===== src/rtl/tagmc_pkg.sv =====
package tagmc_pkg;

    localparam int GRAN_LG    = 4;
    localparam int BYTE_SHIFT = GRAN_LG + 1;
    localparam int GROUP_N    = 8;

    typedef enum logic [2:0] {
        OP_LD1  = 3'd0,
        OP_ST1  = 3'd1,
        OP_ST2  = 3'd2,
        OP_LDG  = 3'd3,
        OP_STG  = 3'd4,
        OP_FILL = 3'd5
    } tag_op_e;

    typedef enum logic {
        SQ_IDLE = 1'b0,
        SQ_RUN  = 1'b1
    } seq_state_e;

    typedef struct packed {
        tag_op_e    op;
        logic       hi;
        logic [3:0] tag;
        logic       notag;
    } cmd_ctl_t;

    function automatic logic op_writes(tag_op_e op);
        return (op == OP_ST1) || (op == OP_ST2) || (op == OP_STG) || (op == OP_FILL);
    endfunction

    // New byte value for one step of a write command
    function automatic logic [7:0] merge_byte(tag_op_e op, logic hi, logic second,
                                              logic [7:0] old, logic [3:0] tag,
                                              logic [7:0] grp);
        logic [7:0] r;
        case (op)
            OP_ST1:  r = hi ? {tag, old[3:0]} : {old[7:4], tag};
            OP_ST2:  r = !hi ? {tag, tag} : (second ? {old[7:4], tag} : {tag, old[3:0]});
            OP_STG:  r = grp;
            OP_FILL: r = {tag, tag};
            default: r = old;
        endcase
        return r;
    endfunction

endpackage


===== src/rtl/tagmc_ram.sv =====
module tagmc_ram #(
    parameter int IDX_W = 7,
    localparam int DEPTH = 2 ** IDX_W
) (
    input  logic             clk,
    input  logic             rst,
    input  logic [IDX_W-1:0] addr,
    output logic [7:0]       rdata,
    input  logic             we,
    input  logic [7:0]       wdata
);
    logic [7:0] mem [DEPTH];

    assign rdata = mem[addr];

    always_ff @(posedge clk) begin
        if (rst) begin
            for (int i = 0; i < DEPTH; i++) mem[i] <= '0;
        end else if (we) begin
            mem[addr] <= wdata;
        end
    end
endmodule


===== src/rtl/tagmc_plan.sv =====
module tagmc_plan
    import tagmc_pkg::*;
#(
    parameter int ADDR_W = 12,
    parameter int FILL_N = 4,
    parameter int STEP_W = 4,
    localparam int IDX_W = ADDR_W - BYTE_SHIFT
) (
    input  tag_op_e           op,
    input  logic [ADDR_W-1:0] addr,
    output logic [IDX_W-1:0]  base,
    output logic [STEP_W-1:0] nbytes,
    output logic              misalign
);
    localparam logic [IDX_W-1:0] GRP_MASK  = ~IDX_W'(GROUP_N - 1);
    localparam logic [IDX_W-1:0] FILL_MASK = ~IDX_W'(FILL_N - 1);

    logic [IDX_W-1:0] idx;
    assign idx = addr[ADDR_W-1:BYTE_SHIFT];

    always_comb begin
        base   = idx;
        nbytes = STEP_W'(1);
        case (op)
            OP_ST2:          nbytes = addr[GRAN_LG] ? STEP_W'(2) : STEP_W'(1);
            OP_LDG, OP_STG: begin
                base   = idx & GRP_MASK;
                nbytes = STEP_W'(GROUP_N);
            end
            OP_FILL: begin
                base   = idx & FILL_MASK;
                nbytes = STEP_W'(FILL_N);
            end
            default: ;
        endcase
    end

    assign misalign = ((op == OP_ST1) || (op == OP_ST2)) && (addr[GRAN_LG-1:0] != '0);
endmodule


===== src/rtl/tagmc_seq.sv =====
module tagmc_seq
    import tagmc_pkg::*;
#(
    parameter int IDX_W  = 7,
    parameter int STEP_W = 4
) (
    input  logic              clk,
    input  logic              rst,
    input  logic              cmd_valid,
    input  tag_op_e           op,
    input  logic              hi,
    input  logic [3:0]        tag,
    input  logic [63:0]       wdata,
    input  logic              notag,
    input  logic [IDX_W-1:0]  plan_base,
    input  logic [STEP_W-1:0] plan_n,
    input  logic              plan_fault,
    output logic [IDX_W-1:0]  ram_addr,
    input  logic [7:0]        ram_rdata,
    output logic              ram_we,
    output logic [7:0]        ram_wdata,
    output logic              busy,
    output logic              done,
    output logic              fault,
    output logic [3:0]        rd_tag,
    output logic [63:0]       rd_bulk
);
    seq_state_e        state;
    cmd_ctl_t          ctl_q;
    logic [IDX_W-1:0]  base_q;
    logic [STEP_W-1:0] n_q;
    logic [STEP_W-1:0] step_q;
    logic [63:0]       grp_q;
    logic              last;
    logic [5:0]        lane;

    assign busy      = (state == SQ_RUN);
    assign lane      = {step_q[2:0], 3'b000};
    assign last      = (step_q == n_q - STEP_W'(1));
    assign ram_addr  = base_q + IDX_W'(step_q);
    assign ram_we    = busy && op_writes(ctl_q.op) && !ctl_q.notag;
    assign ram_wdata = merge_byte(ctl_q.op, ctl_q.hi, step_q != '0, ram_rdata,
                                  ctl_q.tag, grp_q[lane +: 8]);

    always_ff @(posedge clk) begin
        if (rst) begin
            state   <= SQ_IDLE;
            ctl_q   <= '0;
            base_q  <= '0;
            n_q     <= '0;
            step_q  <= '0;
            grp_q   <= '0;
            done    <= 1'b0;
            fault   <= 1'b0;
            rd_tag  <= '0;
            rd_bulk <= '0;
        end else begin
            done  <= 1'b0;
            fault <= 1'b0;
            case (state)
                SQ_IDLE: begin
                    if (cmd_valid) begin
                        if (plan_fault) begin
                            done  <= 1'b1;
                            fault <= 1'b1;
                        end else begin
                            ctl_q  <= '{op: op, hi: hi, tag: tag, notag: notag};
                            base_q <= plan_base;
                            n_q    <= plan_n;
                            step_q <= '0;
                            grp_q  <= wdata;
                            state  <= SQ_RUN;
                            if (op == OP_LDG) rd_bulk <= '0;
                        end
                    end
                end
                SQ_RUN: begin
                    if (ctl_q.op == OP_LD1)
                        rd_tag <= ctl_q.notag ? 4'h0 : (ctl_q.hi ? ram_rdata[7:4] : ram_rdata[3:0]);
                    if (ctl_q.op == OP_LDG)
                        rd_bulk[lane +: 8] <= ctl_q.notag ? 8'h00 : ram_rdata;
                    step_q <= step_q + STEP_W'(1);
                    if (last) begin
                        state <= SQ_IDLE;
                        done  <= 1'b1;
                    end
                end
                default: state <= SQ_IDLE;
            endcase
        end
    end

    // no completion pulse while stepping
    a_r11_done_idle: assert property (@(posedge clk) disable iff (rst) busy |-> !done);
    // leaving the running state always completes the command
    a_r11_fell_done: assert property (@(posedge clk) disable iff (rst) $fell(busy) |-> done);
    // fill bytes carry the same tag in both nibbles
    a_r9_fill_pair: assert property (@(posedge clk) disable iff (rst)
        (ram_we && ctl_q.op == OP_FILL) |-> (ram_wdata[7:4] == ram_wdata[3:0]));
    // even pair write replicates the tag
    a_r5_even_pair: assert property (@(posedge clk) disable iff (rst)
        (ram_we && ctl_q.op == OP_ST2 && !ctl_q.hi) |-> (ram_wdata == {ctl_q.tag, ctl_q.tag}));
endmodule


===== src/rtl/tagmc_top.sv =====
module tagmc_top
    import tagmc_pkg::*;
#(
    parameter int ADDR_W   = 12,
    parameter int ZERO_BLK = 128
) (
    input  logic              clk,
    input  logic              rst,
    input  logic              cmd_valid,
    input  logic [2:0]        cmd_op,
    input  logic [ADDR_W-1:0] cmd_addr,
    input  logic [3:0]        cmd_tag,
    input  logic [63:0]       cmd_wdata,
    input  logic              cmd_notag,
    output logic              busy,
    output logic              done,
    output logic              fault,
    output logic [3:0]        rd_tag,
    output logic [63:0]       rd_bulk
);
    localparam int IDX_W  = ADDR_W - BYTE_SHIFT;
    localparam int FILL_N = ZERO_BLK / (2 ** BYTE_SHIFT);
    localparam int MAX_N  = (FILL_N > GROUP_N) ? FILL_N : GROUP_N;
    localparam int STEP_W = $clog2(MAX_N + 1);

    tag_op_e           op;
    logic [IDX_W-1:0]  plan_base;
    logic [STEP_W-1:0] plan_n;
    logic              plan_fault;
    logic [IDX_W-1:0]  ram_addr;
    logic [7:0]        ram_rdata;
    logic              ram_we;
    logic [7:0]        ram_wdata;

    assign op = tag_op_e'(cmd_op);

    tagmc_plan #(.ADDR_W(ADDR_W), .FILL_N(FILL_N), .STEP_W(STEP_W)) u_plan (
        .op(op), .addr(cmd_addr), .base(plan_base), .nbytes(plan_n), .misalign(plan_fault)
    );

    tagmc_seq #(.IDX_W(IDX_W), .STEP_W(STEP_W)) u_seq (
        .clk(clk), .rst(rst), .cmd_valid(cmd_valid), .op(op), .hi(cmd_addr[GRAN_LG]),
        .tag(cmd_tag), .wdata(cmd_wdata), .notag(cmd_notag),
        .plan_base(plan_base), .plan_n(plan_n), .plan_fault(plan_fault),
        .ram_addr(ram_addr), .ram_rdata(ram_rdata), .ram_we(ram_we), .ram_wdata(ram_wdata),
        .busy(busy), .done(done), .fault(fault), .rd_tag(rd_tag), .rd_bulk(rd_bulk)
    );

    tagmc_ram #(.IDX_W(IDX_W)) u_ram (
        .clk(clk), .rst(rst), .addr(ram_addr), .rdata(ram_rdata),
        .we(ram_we), .wdata(ram_wdata)
    );

    // a misaligned single or pair write faults at once without starting
    a_r3_fault_now: assert property (@(posedge clk) disable iff (rst)
        (cmd_valid && !busy && (op == OP_ST1 || op == OP_ST2) && cmd_addr[GRAN_LG-1:0] != '0)
        |=> (fault && done && !busy));
    // the store is written only while a command is being stepped
    a_r11_write_in_run: assert property (@(posedge clk) disable iff (rst) ram_we |-> busy);
endmodule


===== config.mk =====
export PLATFORM = sky130hd
export DESIGN_NAME = tagmc_top
export DESIGN_NICKNAME = d
export VERILOG_FILES = /design/src/rtl/tagmc_pkg.sv /design/src/rtl/tagmc_ram.sv /design/src/rtl/tagmc_plan.sv /design/src/rtl/tagmc_seq.sv /design/src/rtl/tagmc_top.sv
export SDC_FILE = /design/constraint.sdc
export NUM_CORES = 2
export LEC_CHECK = 0
export CORE_MARGIN = 2
export CORE_UTILIZATION = 30
export CTS_CLUSTER_SIZE = 20
export DETAILED_ROUTE_END_ITERATION = 10
export DONT_BUFFER_PORTS = 1
export GPL_TIMING_DRIVEN = 0
export SYNTH_ARGS = -nofsm -noshare
export SYNTH_HDL_FRONTEND = slang
export SYNTH_HIERARCHICAL = 1
export SYNTH_SLANG_ARGS = --single-unit

===== constraint.sdc =====
create_clock -name clk -period 12.7 [get_ports clk]
set_input_delay 1.905 -clock clk [delete_from_list [all_inputs] [get_ports clk]]
set_output_delay 1.905 -clock clk [all_outputs]
set_load 0.01 [all_outputs]

==> impl_metrics.py <==
metrics = {
    "worst_setup_path": {
        "critPathSlowestCell": "a221oi_1",
        "crit_top_cell": "buf_2",
        "r2r-start": "u_seq/step_q[1]$_SDFFE_PP0P_",
        "rrSetupSlack_ps": 960,
        "critPathMaxStageDelay_ps": 1300,
        "critPathCaptureType": "flop",
        "critical-path-top-delay-family": "buffers and inverters",
        "r2r-end": "u_ram/mem[123][0]$_SDFFCE_PN0P_",
        "crit_fanout": 10,
        "worstPathCellList": "buf_4 > buf_1 > inv_1 > fa_1 > inv_1 > buf_6 > buf_4 > buf_2 > buf_2 > buf_2 > o21ai_0 > a221oi_1 > o32ai_1 > nor4_2 > nor2_1 > a211oi_1 > clkbuf_1 > clkbuf_1 > and2_1",
        "worst_ep_required_time_ps": 13390,
        "cp.arrival_ps": 12430,
        "startpoint_type": "flop",
        "path_buf_inv": 11,
        "worstSetupPathType": "flop to flop",
        "r2r_cells": 19,
    },
    "flow_run": {
        "cap_violations": 26,
    },
    "worst_hold_path": {
        "worst_hold_path.num_cells": 2,
        "hold_path_end": "u_seq/grp_q[48]$_SDFFE_PP0P_",
        "hp-start": "u_seq/grp_q[48]$_SDFFE_PP0P_",
        "hold_class": "flop to flop",
    },
    "cells_and_area": {
        "fin_area_um2": 63500,
        "fin_nets": 4868,
        "drive_above_1_share": 0.122,
        "areaGrowthSynthToFinish_pct": 14.5,
        "final_cell_mix": "edfxtp_1 (1024), and2_1 (844), nand2_1 (305)",
        "fin_cells": 7365,
        "final_common_cell": "edfxtp_1",
    },
    "sta": {
        "relSlewSlack": -0.217,
        "setup_ws_ps": 958,
        "min_period_over_period": 0.925,
        "fin_crit_ps": 11740,
        "slew_viol_final": 254,
        "fmax_mhz": 85.2,
        "setup-violations-final": 0,
        "hold_viol_final": 0,
        "worstMarginPinSlew_ps": 1830,
        "tns_ps": 0,
        "skew_ps": 47.5,
        "rsz0062_at_grt": "no",
    },
    "die": {
        "die_y_um": 434,
        "fp-row-count": 157,
        "die_w_um": 434,
        "start_util": 0.302,
        "core_area_um2": 183000,
        "fp.dieArea_um2": 188000,
        "io_pins": 158,
    },
    "logic_synthesis": {
        "synth_seq_cells": 1183,
        "synth_cell_types": 90,
        "syn-num-nets": 4661,
        "ys.flop_type": "edfxtp_1",
        "synthArstFlopShare": 0,
        "syn_area_um2": 55500,
        "netlist_instances": 4562,
        "synth-edff-count": 1024,
        "avgSynthCellArea_um2": 12.2,
        "yosysSeqAreaShare": 0.612,
        "yosysWarningCount": 6,
    },
    "placed_design": {
        "io_buffers": 0,
        "place_inst": 7091,
        "dpl.hpwl_mm": 224,
        "place.gp.congestion": 1.12,
        "post-place-ws_ps": 1950,
        "place_area_um2": 59100,
    },
    "global_route": {
        "grt_pass1_vias": 42400,
        "grt_first_pass_wirelength_mm": 416,
        "grt.overflow.total": 0,
        "grt_use_total": 0.339,
        "grt_max_degree": 17,
        "antenna_found_initial": 63,
    },
    "cts": {
        "cts_resized": 0,
        "cts_sinks": 1183,
        "tritoncts": "built",
        "insertion_delay_ps": 830,
        "clk_pin_slew_ps": 60,
        "cts_max_path_buffers": 3,
        "cts-buffers-inserted": 135,
        "ctsHtreeMaxLevel": 4,
        "cts_post_setup_buffers_inserted": 0,
        "cts_hold_buf": 0,
        "clock-root-buffer": "clkbuf_16",
    },
    "status": {
        "violations": "capacitance limit, slew limit",
        "status": "complete, but fails checks",
    },
    "routing": {
        "vias": 46700,
        "viasPerCell": 6.34,
        "wl_mm": 325,
        "drc": 0,
        "wire_per_inst_um": 44.2,
        "firstDrtPassIters": 9,
        "dr.first_iter.drc_count": 8973,
        "final_antenna_net_count": 0,
    },
    "power_and_ir_drop": {
        "ir_drop_mv": 0.140,
        "p_total_mw": 10.5,
        "power_leakage_nw": 22.6,
        "powerDensity_nw_per_um2": 166,
    },
}
## tightest hold or removal path: stages, from the launching register on
cell,delay [ps]
dfxtp_1,300
nand2_1,50
a21oi_1,50
## cell type report
cell class,count,area (µm²)
clock buffer,170,3640
clock inverter,70,606
sequential,1183,33900
fill,18300,120000
timing repair buffer,70,557
buffer,437,2020
antenna,29,72.6
multi-input combinational,2922,19500
inverter,20,75.1
tap,2464,3080
## logic make-up after synthesis
kind of cell / count (synthesis) / share of synthesized area
xor+xnor: 15 / 0.00237
flops: 1183 / 0.612
mux: 228 / 0.0515
compound gates: 982 / 0.126
buf+inv: 457 / 0.0369
simple gates: 1685 / 0.168
fa+ha+maj: 12 / 0.00284
## synthesized netlist by cell type, drive strengths merged, types with 7 or more instances
cell type	count	area, µm²
xnor2	9	78.8
a222oi	27	270
a22o	24	210
o21ai	209	1050
a21oi	199	1000
nand4	14	87.6
a32o	13	130
o2bb2ai	62	543
inv	19	71.3
dfxtp	159	3180
o22ai	26	163
nand3	13	65.1
and2	846	5300
ha	11	138
a211oi	20	150
nor3	30	150
o221ai	23	201
a22oi	96	721
o22a	9	78.8
mux2i	111	1110
mux2	79	890
edfxtp	1024	30700
buf	146	880
clkbuf	291	1090
a21o	13	97.6
o21a	9	67.6
nor2	196	738
a32oi	7	61.3
or3	7	43.8
o311ai	7	61.3
nor2b	25	156
nand2	305	1140
nand2b	15	101
a21bo	19	190
a221oi	129	1140
and3	200	1250
mux4	38	856
a221o	23	230
o221a	13	146
## power by group
part | switching (mW) | internal [mW]
Sequential | 0.0566 | 4.34
Clock | 1.73 | 2.14
Combinational | 1.88 | 0.368
## flip-flops by register name, indices dropped and copies added (netlist names)
signal,count
u_seq/step_q,4
u_seq/n_q,4
u_seq/fault,1
u_ram/mem,1024
u_seq/grp_q,64
u_seq/rd_tag,4
u_seq/done,1
u_seq/ctl_q,9
u_seq/base_q,7
u_seq/busy,1
u_seq/rd_bulk,64
## through the flow
stage,utilization,hold WS [ps]
3_3_place_gp,0.319,445
6_report,0.346,451
3_5_place_dp,0.322,445
2_1_floorplan,-,433
5_1_grt,0.346,469
4_1_cts,0.345,453
## worst max path at each step
stage | depth (start not counted) | slack (ps) | endpoint | from
after detailed placement | 19 | 1950 | u_ram/mem[123][0]$_SDFFCE_PN0P_ | u_seq/step_q[1]$_SDFFE_PP0P_
after global placement | 21 | -110 | u_ram/mem[120][0]$_SDFFCE_PN0P_ | u_seq/step_q[1]$_SDFFE_PP0P_
after global routing | 19 | 1830 | u_ram/mem[123][0]$_SDFFCE_PN0P_ | u_seq/step_q[1]$_SDFFE_PP0P_
after CTS | 19 | 1940 | u_ram/mem[123][0]$_SDFFCE_PN0P_ | u_seq/step_q[1]$_SDFFE_PP0P_
after floorplan | 22 | 7700 | u_ram/mem[18][7]$_SDFFCE_PN0P_ | u_seq/step_q[1]$_SDFFE_PP0P_
final | 19 | 960 | u_ram/mem[123][0]$_SDFFCE_PN0P_ | u_seq/step_q[1]$_SDFFE_PP0P_
## metal layers
metal,wire [µm],part of all wire,track usage,vias to the layer above
met3,47200,0.14,0.145,1204
met5,593,0.0018,0.000781,-
met2,131000,0.40,0.474,4432
met1,116000,0.36,0.410,23600
met4,30300,0.093,0.253,51
li1,-,-,-,17400
No activity file was read; power rests on OpenSTA's default activity.
